--- src/rtl/rcr_pkg.sv ---
package rcr_pkg;
  localparam int W = 16;

  localparam int B_TRAP  = 15;
  localparam int B_ILLOP = 14;
  localparam int B_SWBOR = 13;
  localparam int B_DSLP  = 10;
  localparam int B_MEMPW = 8;
  localparam int B_PIN   = 7;
  localparam int B_SWRST = 6;
  localparam int B_SWWDT = 5;
  localparam int B_WDTO  = 4;
  localparam int B_SLEEP = 3;
  localparam int B_IDLE  = 2;
  localparam int B_BOR   = 1;
  localparam int B_POR   = 0;

  localparam logic [W-1:0] IMPL_MASK = 16'hE5FF;
  localparam logic [W-1:0] PON_VAL   = 16'h0003;

  typedef enum logic [1:0] {
    PM_RUN   = 2'b00,
    PM_IDLE  = 2'b01,
    PM_SLEEP = 2'b10
  } pmode_e;

  localparam logic [1:0] BORCFG_SW = 2'b01;
endpackage

--- src/rtl/rcr_decode.sv ---
module rcr_decode
  import rcr_pkg::*;
(
  input  logic         ev_bor,
  input  logic         ev_pin,
  input  logic         ev_swrst,
  input  logic         ev_wdt,
  input  logic         ev_trap,
  input  logic         ev_illop,
  input  logic         ev_sleep,
  input  logic         ev_idle,
  input  logic         ev_dsexit,
  input  logic         wdt_clr,
  input  logic [1:0]   pmode,
  input  logic [1:0]   bor_mode,
  input  logic         bus_wr,
  output logic [W-1:0] set_mask,
  output logic [W-1:0] clr_mask,
  output logic [W-1:0] wr_mask
);
  logic in_idle, in_sleep, sw_bor;

  always_comb begin
    in_idle  = (pmode == PM_IDLE);
    in_sleep = (pmode == PM_SLEEP);
    sw_bor   = (bor_mode == BORCFG_SW);

    set_mask = '0;
    set_mask[B_TRAP]  = ev_trap;
    set_mask[B_ILLOP] = ev_illop;
    set_mask[B_DSLP]  = ev_dsexit;
    set_mask[B_PIN]   = ev_pin;
    set_mask[B_SWRST] = ev_swrst;
    set_mask[B_WDTO]  = ev_wdt;
    set_mask[B_SLEEP] = ev_sleep | ((ev_pin | ev_wdt) & in_sleep);
    set_mask[B_IDLE]  = ev_idle  | ((ev_pin | ev_wdt) & in_idle);
    set_mask[B_BOR]   = ev_bor | ev_dsexit;
    set_mask[B_POR]   = ev_dsexit;

    clr_mask = '0;
    clr_mask[B_SLEEP] = wdt_clr;
    clr_mask[B_IDLE]  = wdt_clr;
    clr_mask[B_WDTO]  = ev_sleep | ev_idle;
    clr_mask[B_SWBOR] = ~sw_bor;

    wr_mask = bus_wr ? IMPL_MASK : '0;
    wr_mask[B_SWBOR] = bus_wr & sw_bor;
  end
endmodule

--- src/rtl/rcr_flag.sv ---
module rcr_flag #(
  parameter logic PON = 1'b0
) (
  input  logic clk,
  input  logic rst_n,
  input  logic pon,
  input  logic set,
  input  logic clr,
  input  logic wr,
  input  logic wdata,
  output logic q
);
  always_ff @(posedge clk or negedge rst_n) begin
    if (!rst_n)     q <= PON;
    else if (pon)   q <= PON;
    else if (set)   q <= 1'b1;
    else if (clr)   q <= 1'b0;
    else if (wr)    q <= wdata;
  end
endmodule

--- src/rtl/rst_cause_reg.sv ---
module rst_cause_reg
  import rcr_pkg::*;
(
  input  logic         clk,
  input  logic         rst_n,
  input  logic         ev_por,
  input  logic         ev_bor,
  input  logic         ev_pin,
  input  logic         ev_swrst,
  input  logic         ev_wdt,
  input  logic         ev_trap,
  input  logic         ev_illop,
  input  logic         ev_sleep,
  input  logic         ev_idle,
  input  logic         ev_dsexit,
  input  logic         wdt_clr,
  input  logic [1:0]   pmode,
  input  logic [1:0]   bor_mode,
  input  logic         bus_wr,
  input  logic [15:0]  bus_wdata,
  output logic [15:0]  bus_rdata
);
  logic [W-1:0] set_mask, clr_mask, wr_mask, flags;

  rcr_decode u_dec (
    .ev_bor    (ev_bor),
    .ev_pin    (ev_pin),
    .ev_swrst  (ev_swrst),
    .ev_wdt    (ev_wdt),
    .ev_trap   (ev_trap),
    .ev_illop  (ev_illop),
    .ev_sleep  (ev_sleep),
    .ev_idle   (ev_idle),
    .ev_dsexit (ev_dsexit),
    .wdt_clr   (wdt_clr),
    .pmode     (pmode),
    .bor_mode  (bor_mode),
    .bus_wr    (bus_wr),
    .set_mask  (set_mask),
    .clr_mask  (clr_mask),
    .wr_mask   (wr_mask)
  );

  for (genvar i = 0; i < W; i++) begin : g_bit
    if (IMPL_MASK[i]) begin : g_impl
      rcr_flag #(.PON(PON_VAL[i])) u_flag (
        .clk   (clk),
        .rst_n (rst_n),
        .pon   (ev_por),
        .set   (set_mask[i]),
        .clr   (clr_mask[i]),
        .wr    (wr_mask[i]),
        .wdata (bus_wdata[i]),
        .q     (flags[i])
      );
    end else begin : g_void
      assign flags[i] = 1'b0;
    end
  end

  assign bus_rdata = flags;
endmodule

--- config.mk ---
export PLATFORM = sky130hd
export DESIGN_NAME = rst_cause_reg
export DESIGN_NICKNAME = d
export VERILOG_FILES = /design/src/rtl/rcr_pkg.sv /design/src/rtl/rcr_decode.sv /design/src/rtl/rcr_flag.sv /design/src/rtl/rst_cause_reg.sv
export SDC_FILE = /design/constraint.sdc
export NUM_CORES = 1
export LEC_CHECK = 0
export ABC_AREA = 1
export BUFFER_PORTS_ARGS = -buffer_cell sky130_fd_sc_hd__buf_4
export CAP_MARGIN = 0
export CORE_MARGIN = 2
export CORE_UTILIZATION = 40
export CTS_BUF_LIST = sky130_fd_sc_hd__clkbuf_2
export DETAILED_ROUTE_END_ITERATION = 16
export PLACE_DENSITY = 0.71
export SETUP_SLACK_MARGIN = 0.4
export SLEW_MARGIN = 15
export SYNTH_ARGS = -nofsm -noshare
export SYNTH_HDL_FRONTEND = slang
export SYNTH_HIERARCHICAL = 1
export SYNTH_SLANG_ARGS = --single-unit
--- constraint.sdc ---
create_clock -name clk -period 1 [get_ports clk]
set_input_delay 0.2 -clock clk [delete_from_list [all_inputs] [get_ports clk]]
set_output_delay 0.2 -clock clk [all_outputs]
set_load 0.005 [all_outputs]
After elaboration in Yosys (flattened, before gate mapping)
Cells that the tools add are included.
- flip-flop bits (word level): 13
- bits in latches: 0
- RAM bits: 0
- ROM bits: 0
- output and inout bits: 16
- memories: 0
- add/sub/neg operators: 0
- multipliers: 0
- div/mod/pow operators: 0
- order comparisons: 0
- equal/unequal tests: 4
- shift-type cells: 0
- mux-type cells: 41
- bitwise gates (word level): 8
- reduce and logical (&&, ||, !) cells: 12
- operators by type and width (cell ; number):
    1-bit 2-to-1 mux ; 40
    3-bit nonzero test ; 7
    16-bit 2-to-1 mux ; 1
    4-bit nonzero test ; 3
    1-bit OR ; 5
    2-bit by 1-bit == test with 1-bit output (second input constant) ; 2
    2-bit nonzero test ; 2
    1-bit bitwise AND ; 3
    3-bit by 2-bit inequality test with 1-bit output (second input constant) ; 1
    2-bit == test (second input constant) ; 1

Depth between registers and ports, before layout
Gate-level depths: netlist (run 1).
- depth after elaboration: 5
- depth in mapped cells: 8

By module
The synthesis (run 1) kept the hierarchy.
- modules (own cells, without submodules) (module ; instances ; cells each ; area an instance (um2)):
    rcr_flag at g_bit[10].g_impl.u_flag ... ; 11 ; 12 ; 78.8
    rcr_decode ; 1 ; 61 ; 395.4
    rcr_flag at g_bit[0].g_impl.u_flag ... ; 2 ; 10 ; 61.3
    rst_cause_reg ; 1 ; 4 ; 26.3

Least setup slack after synthesis (run 1)
No wires, ideal clock.
- path kind: input to register
- start: input bor_mode[0]
- end: register g_bit[13].g_impl.u_flag.q
- setup time: 117 ps
- arrival time: 717 ps
- path slack: 167 ps
- cell stages on the path: 6
- buffers on the path: 0
- cells stage by stage: inv_1 or2_1 nor2_2 nand2_1 nand3_2 nand2_1
- longest elaborated chain between the ends: 3
- RTL lines (item ; line ; text):
    start: declaration ; rst_cause_reg.sv:18 ; input logic [1:0] bor_mode,
    2-bit by 1-bit == test with 1-bit output * ; rcr_decode.sv:26 ; sw_bor = (bor_mode == BORCFG_SW);
    1-bit bitwise AND or 1-bit 2-to-1 mux (tied branches) ; rcr_decode.sv:47, rcr_flag.sv:17 ;
    3-bit by 2-bit inequality test with 1-bit output (no line) or 1-bit 2-to-1 mux (tied branches) ; - ;
    end signal: assignment ; rcr_flag.sv:18 ; else if (wr) q <= wdata;
    end: declaration ; rcr_flag.sv:11 ; output logic q
Every way passes the cells marked *; elsewhere a longest branch is shown, timed or not.
A chain may end at the register's enable or synchronous reset.

Final worst setup path (run 1)
- start: register g_bit[0].g_impl.u_flag.q
- end: output bus_rdata[0]
- RTL lines (item ; line ; text):
    start: declaration ; rcr_flag.sv:11 ;
    start signal: assignment ; rcr_flag.sv:18 ;
    end: declaration ; rst_cause_reg.sv:21 ; output logic [15:0] bus_rdata
No word-level cell between the ends.

==> results.txt, run 1 <==
Top Ports - 50
n_diodes - 0
Multi-input gate area - 714 um^2
synthesized area per cell - 6.46 um^2
max-cap violations - 0
final hold slack - 0.143 ns
Reg2Reg Depth - 5
Total Nets Final - 278
post-place setup slack - 0.0251 ns
Clock Power Share - 20.1%
CP Cell Sequence - buf_6
clk sinks - 13
CTS tree - done
Remaining Overflow, GRT - 0
Peak Freq - 0.882 GHz
GR Util All Layers - 14.4%
reg2reg setup slack - 0.09 ns
hold_sp - ev_dsexit
routed via count - 1150
DRT Wirelength - 2340 um
Root Driver - clkbuf_2
Peak VDD IR - 0.000493 V
Starting Density - 40.9%
Area Growth Syn to Fin - 35.8%
Int Power - 968 uW
Hold Path Class - in2reg
total die area - 3840 um^2
count of final hold-check violations - 0
Layout Skew - 0 ns
failing checks - negative setup slack
Placed Cells - 276
Hold Path Sink - g_bit[0].g_impl.u_flag/q
GP Congestion - 0.722
initial antenna violation count - 0
critical path class - reg2out
core area - 3280 um^2
Post-Syn Instances - 208
Regs by FF count - g_bit.g_impl.u_flag/q: 13 flops
worst endpoint required time - 0.80 ns
crit-path max FO - 2
fin crit period - 1.13 ns
# rows - 21
CTS HTree Levels - 1
P_leak - 0.000989 uW
CP endpoint kind - output port
Sequential Area - 328 um^2
period utilization - 113%
Tot Pwr - 1430 uW
port bufs - 43
Final setup viols - 13
share of layout cells above drive strength 1 - 46.1%
synthesized cell area - 1340 um^2
pwr/cell area - 782 nW/um^2
Reg with most FFs - g_bit.g_impl.u_flag/q
RSZ-0062 raised after global routing - yes
Avg WL per Cell - 8.10 um
Max Slew Vio Count - 0
Worst-path clk slew - 0.14 ns
Antenna Nets Post-Route - 0
status - finished with violations
final worst slack - -0.134 ns
Logic pwr share - 38.1%
DRT Pass-1 Iters - 4
largest net degree at the start of global routing - 25
Reg power frac - 41.8%
reg2reg end - g_bit[0].g_impl.u_flag/q
Largest register FFs - 13
crit path launch type - flip-flop
Worst EP arrival - 0.93 ns
Net Sw Frac - 32.2%
DP Wirelength - 1800 um
slowest library cell on the worst path - dfstp_2
vias per cell - 3.98
first-pass GRT wire length - 4150 um
crit-path leading delay family - flip-flops
CTS Buf Count - 3
Final Non-Filler Cells - 289
Util after Layout - 55.5%
Die Ht - 62.0 um
DRC viols - 0
Max clock buf depth - 2
Clk Latency, worst-skew pair - 0.27 ns
Hold Path Depth - 3
r2r startpoint - g_bit[0].g_impl.u_flag/q
initial drt markers - 23
synth warn - 6
die width - 62.0 um
critical path's largest stage delay - 0.57 ns
fillers - 324
Buf/Inv on CP - 1
vias in the first global route - 1030
NetSw - 459 uW
==> worst max-delay path by stage <==
stage                                         from  cells after the start  slack (ns)                   endpoint
after detailed placement               bor_mode[0]                      7        0.03  g_bit[13].g_impl.u_flag/q
after global placement                 bor_mode[0]                      7        0.05  g_bit[13].g_impl.u_flag/q
final                     g_bit[0].g_impl.u_flag/q                      1       -0.13               bus_rdata[0]
after CTS                 g_bit[0].g_impl.u_flag/q                      1       -0.16               bus_rdata[0]
after floorplan                        bor_mode[0]                      6        0.20  g_bit[13].g_impl.u_flag/q
after global routing      g_bit[0].g_impl.u_flag/q                      1       -0.19               bus_rdata[0]
==> placed cells by master (no fill, tap or decap), drive strengths merged <==
| master | count |
|---|---|
| dfstp | 2 |
| buf | 53 |
| dlygate4sd3 | 1 |
| clkbuf | 4 |
| nand2 | 56 |
| nor3b | 1 |
| or2 | 2 |
| nand3 | 24 |
| dfrtp | 11 |
| inv | 48 |
| conb | 15 |
| nor2 | 26 |
==> power groups by stage <==
stage                     Sequential (uW)  Combinational, uW  Clock (uW)
after floorplan                       597                340           0
after global placement                597                444           0
after detailed placement              597                451           0
after CTS                             596                514         311
after global routing                  601                616         336
final                                 597                543         287
==> stage by stage <==
step	setup TNS [ns]	area (um^2)
3_3_place_gp	0	1590
4_1_cts	-0.749	1750
3_5_place_dp	0	1590
2_1_floorplan	0	1510
6_report	-0.452	1820
5_1_grt	-1.24	1820
==> final cells by class <==
cell class	count	area share [%]
Multi-Input combinational cell	124	39.2
Timing Repair Buffer	54	27.8
Sequential cell	13	18.0
Inverter	48	10.8
Tap cell	46	3.16
Clock buffer	4	1.10
==> timing repair <==
action | in CTS | in global routing
cloned | 0 | 0
resized for setup | 24 | 13
setup endpoints to repair | 26 | 26
hold endpoints to repair | 13 | 0
pin swaps | 20 | 8
buffers inserted | 4 | 4
hold buffers | 1 | 0
==> layer usage <==
| metal | vias up | GRT usage [%] | share of wire, % |
|---|---|---|---|
| met5 | - | 0 | 0 |
| met1 | 497 | 17.7 | 42 |
| met3 | 2 | 4.35 | 6.2 |
| met2 | 29 | 24.9 | 51 |
| li1 | 622 | - | - |
| met4 | 0 | 2.74 | 0.38 |
Note: power is estimated with default switching activity, not from simulation.
==> run 2, diff against run 1 <==
- CORE_UTILIZATION: 40 -> 45
- PLACE_DENSITY: 0.71 -> 0.78
==> results.txt, run 2 (synthesis gave the netlist of run 1 again) <==
critical path class - reg2out
GP Congestion - 0.670
initial antenna violation count - 0
DP Wirelength - 1810 um
Sequential Area - 328 um^2
commonest non-fill, non-tap cells in the layout - 46 x nand2_1, 41 x inv_1, 27 x buf_4
n_diodes - 0
Max clock buf depth - 2
DRT Wirelength - 2320 um
failing checks - design-rule violations, negative setup slack
Multi-input gate area - 732 um^2
crit-path max FO - 2
commonest non-fill, non-tap cell in the layout - nand2_1
r2r startpoint - g_bit[7].g_impl.u_flag/q
vias per cell - 4.14
DRT Pass-1 Iters - 10
Remaining Overflow, GRT - 0
Worst Setup EP - bus_rdata[1]
Final Non-Filler Cells - 272
worst endpoint required time - 0.80 ns
crit-path leading delay family - flip-flops
grt met2 use - 25.7%
first-pass GRT wire length - 4020 um
Max Slew Vio Count - 0
Regs by FF count - g_bit.g_impl.u_flag/q: 13 flops
GR Util All Layers - 15.1%
Critical path origin - g_bit[1].g_impl.u_flag/q
core area - 2810 um^2
largest net degree at the start of global routing - 25
Worst EP arrival - 0.91 ns
clk sinks - 13
Final setup viols - 11
fillers - 261
die width - 58.6 um
Starting Density - 47.9%
Clk Latency, worst-skew pair - 0.26 ns
pwr/cell area - 781 nW/um^2
Placed Cells - 261
Buf/Inv on CP - 1
port bufs - 43
RSZ-0062 raised after global routing - yes
reg2reg setup slack - 0.15 ns
Peak Freq - 0.898 GHz
Crit path depth - 1
met3 usage - 2.64%
Peak VDD IR - 0.000412 V
max-cap violations - 0
Largest register FFs - 13
Worst-path clk slew - 0.12 ns
status - finished with violations
Layout Skew - 0 ns
crit path launch type - flip-flop
Reg with most FFs - g_bit.g_impl.u_flag/q
fin crit period - 1.11 ns
slowest library cell on the worst path - dfstp_2
met1 usage in global routing - 19.8%
total die area - 3440 um^2
GRT Max-Usage Layer - met2
Antenna Nets Post-Route - 0
CP endpoint kind - output port
CP Cell Sequence - buf_6
vias in the first global route - 1040
Total Nets Final - 276
Die Ht - 58.6 um
CTS Buf Count - 3
share of layout cells above drive strength 1 - 47.7%
initial drt markers - 32
reg2reg end - g_bit[7].g_impl.u_flag/q
P_leak - 0.000989 uW
Root Driver - clkbuf_2
Hold Path Class - in2reg
count of final hold-check violations - 0
critical path's largest stage delay - 0.57 ns
Avg WL per Cell - 8.52 um
# rows - 19
Reg2Reg Depth - 4
CTS tree - done
CTS HTree Levels - 1
Top Ports - 50
setup_tns - -0.300 ns
final worst slack - -0.114 ns
DRC viols - 5
routed via count - 1125
Area Growth Syn to Fin - 34.8%
period utilization - 111%
[run 2: cell types whose count changed in the layout (fill, tap and decap cells not counted), sizes merged]
cell	previous run	this run
buf	53	51
[run 2: cell type report]
class	count	share of cell area [%]
inverters	48	10.9
clock buffers	4	1.10
multi-input cells	124	40.4
flip-flops and latches	13	18.1
repair buffers	52	27.3
well taps	31	2.14
[run 2: per-layer routing]
| metal | vias to the layer above | share of wire (%) |
|---|---|---|
| met4 | 0 | 0 |
| li1 | 617 | - |
| met1 | 482 | 45 |
| met2 | 26 | 50 |
| met3 | 0 | 4.8 |
| met5 | - | 0 |
[run 2: worst min path at each step]
stage                     slack, ns  depth (start not counted)                        end       from
after floorplan                -0.1                          0  g_bit[10].g_impl.u_flag/q      rst_n
after global placement         0.06                          1  g_bit[15].g_impl.u_flag/q      rst_n
after detailed placement       0.06                          1  g_bit[15].g_impl.u_flag/q      rst_n
after CTS                      0.15                          3   g_bit[0].g_impl.u_flag/q  ev_dsexit
after global routing           0.16                          3   g_bit[0].g_impl.u_flag/q  ev_dsexit
final                          0.16                          3   g_bit[0].g_impl.u_flag/q  ev_dsexit
[run 2: repair_timing]
action	CTS	global route
setup endpoints to repair	26	26
buffers inserted	3	3
cloned	0	0
hold endpoints to repair	13	0
hold buffers	1	0
pin swaps	25	8
gates resized for setup	25	19
[run 2: where the power goes]
group | switching (uW) | total, uW | internal, uW
Combinational | 250 | 545 | 295
Clock | 167 | 273 | 106
Sequential | 31.7 | 597 | 565
Total | 449 | 1410 | 966
[run 2: through the flow]
stage	cell area, um^2	util, %	hold WS (ns)	setup slack [ns]	total power, uW
finish	1810	64.6	0.163	-0.114	1410
global placement	1570	56.1	0.0569	0.0526	1040
detailed placement	1570	56.1	0.0558	0.0320	1050
CTS	1720	61.4	0.145	-0.132	1390
floorplan	1510	-	-0.0956	0.200	938
global route	1810	64.6	0.157	-0.177	1530
==> run 3, diff against run 2 <==
- ABC_AREA: 1 -> default
- PLACE_DENSITY: 0.78 -> 0.83
==> results.txt, run 3 <==
Worst Setup EP - bus_rdata[0]
Buf/Inv on CP - 1
CP Cell Sequence - buf_6
synthesized cell area - 962 um^2
CP endpoint kind - output port
# rows - 16
Top Ports - 50
Worst-path clk slew - 0.13 ns
commonest non-fill, non-tap cells in the layout - 32 x buf_4, 15 x conb_1, 15 x buf_6
core area - 1980 um^2
NetSw - 320 uW
GRT Max-Usage Layer - met2
crit-path leading delay family - flip-flops
routed via count - 680
synth warn - 6
hold_sp - wdt_clr
Avg WL per Cell - 11.3 um
vias in the first global route - 711
clk sinks - 13
Crit path depth - 1
Worst EP arrival - 0.92 ns
Layout Skew - 0 ns
Final setup viols - 4
met3 usage - 2.68%
worst endpoint required time - 0.80 ns
first-pass GRT wire length - 3040 um
final instance area - 1250 um^2
Reg power frac - 48.5%
Root Driver - clkbuf_2
Max Slew Vio Count - 0
DRC viols - 0
crit path launch type - flip-flop
Max clock buf depth - 2
Peak VDD IR - 0.000655 V
Logic pwr share - 29.2%
DRT Wirelength - 1770 um
r2r startpoint - g_bit[14].g_impl.u_flag/q
critical path's largest stage delay - 0.56 ns
Post-DP Area - 1130 um^2
largest net degree at the start of global routing - 25
Largest register FFs - 13
n_diodes - 0
grt met2 use - 29.6%
DRT Pass-1 Iters - 3
critical path class - reg2out
P_leak - 0.000644 uW
GR Util All Layers - 16.1%
crit-path max FO - 2
count of final hold-check violations - 0
share of layout cells above drive strength 1 - 44.6%
vias per cell - 4.33
Post-Syn Instances - 100
port bufs - 43
pwr/cell area - 984 nW/um^2
Clock Power Share - 22.3%
commonest non-fill, non-tap cell in the layout - buf_4
fin crit period - 1.12 ns
Antenna Nets Post-Route - 0
Remaining Overflow, GRT - 0
synthesized area per cell - 9.62 um^2
Regs by FF count - g_bit.g_impl.u_flag/q: 13 flops
DP Wirelength - 1360 um
failing checks - negative setup slack
initial antenna violation count - 0
Total Nets Final - 165
Area Growth Syn to Fin - 29.5%
Hold Path Class - in2reg
initial drt markers - 4
RSZ-0062 raised after global routing - yes
Int Power - 907 uW
reg2reg setup slack - 0.07 ns
Reg2Reg Depth - 4
CTS Buf Count - 3
Die Ht - 50.2 um
max-cap violations - 0
CTS tree - done
slowest library cell on the worst path - dfstp_2
die width - 50.2 um
Util after Layout - 62.9%
total die area - 2520 um^2
period utilization - 112%
met1 usage in global routing - 18.0%
fillers - 178
GP Congestion - 0.648
Net Sw Frac - 26.1%
status - finished with violations
Reg with most FFs - g_bit.g_impl.u_flag/q
Critical path origin - g_bit[0].g_impl.u_flag/q
Starting Density - 48.5%
Tot Pwr - 1230 uW
Peak Freq - 0.897 GHz
Clk Latency, worst-skew pair - 0.26 ns
CTS HTree Levels - 1
reg2reg end - g_bit[14].g_impl.u_flag/q
final worst slack - -0.115 ns
## run 3: how the worst min path moves through the flow
stage,to,slack [ns],cells after the start
CTS,g_bit[2].g_impl.u_flag/q,0.1,2
global placement,g_bit[4].g_impl.u_flag/q,0.05,1
floorplan,g_bit[10].g_impl.u_flag/q,-0.1,0
detailed placement,g_bit[4].g_impl.u_flag/q,0.06,1
global route,g_bit[3].g_impl.u_flag/q,0.1,2
finish,g_bit[2].g_impl.u_flag/q,0.12,2
## run 3: layout make-up
| cell class | count | area [um^2] | share of cell area (%) |
|---|---|---|---|
| Timing Repair Buffer | 49 | 439 | 35.2 |
| Multi-Input combinational cell | 61 | 414 | 33.2 |
| Sequential cell | 13 | 328 | 26.3 |
| Tap cell | 27 | 33.8 | 2.71 |
| Clock buffer | 4 | 20.0 | 1.61 |
| Inverter | 3 | 11.3 | 0.904 |
## run 3: power by group through the flow
stage | Sequential [uW] | Clock [uW] | Combinational [uW]
after floorplan | 599 | 0 | 206
after global placement | 595 | 0 | 303
after detailed placement | 597 | 0 | 314
after CTS | 595 | 294 | 344
after global routing | 600 | 309 | 397
final | 595 | 273 | 358
## run 3: metrics by stage
stage,hold slack (ns),setup WS (ns),TNS [ns],std cells
2_1_floorplan,-0.0956,0.148,0,113
3_3_place_gp,0.0526,0.00279,0,148
3_5_place_dp,0.0556,-0.0255,-0.0306,148
4_1_cts,0.0972,-0.139,-0.467,154
5_1_grt,0.0953,-0.161,-0.743,157
6_report,0.120,-0.115,-0.240,157
## run 3: metal layers
metal / vias up / part of all wire, %
met5: - / 0
met4: 0 / 0.62
met3: 2 / 5.3
met2: 21 / 55
met1: 310 / 39
li1: 347 / -
## run 3: timing repair
item,in CTS,in global routing
hold buffers,1,0
gates cloned,0,0
pin swaps,1,1
gates resized for setup,13,2
endpoints found under the hold margin,13,0
buffers inserted,1,3
setup endpoints to repair,26,26
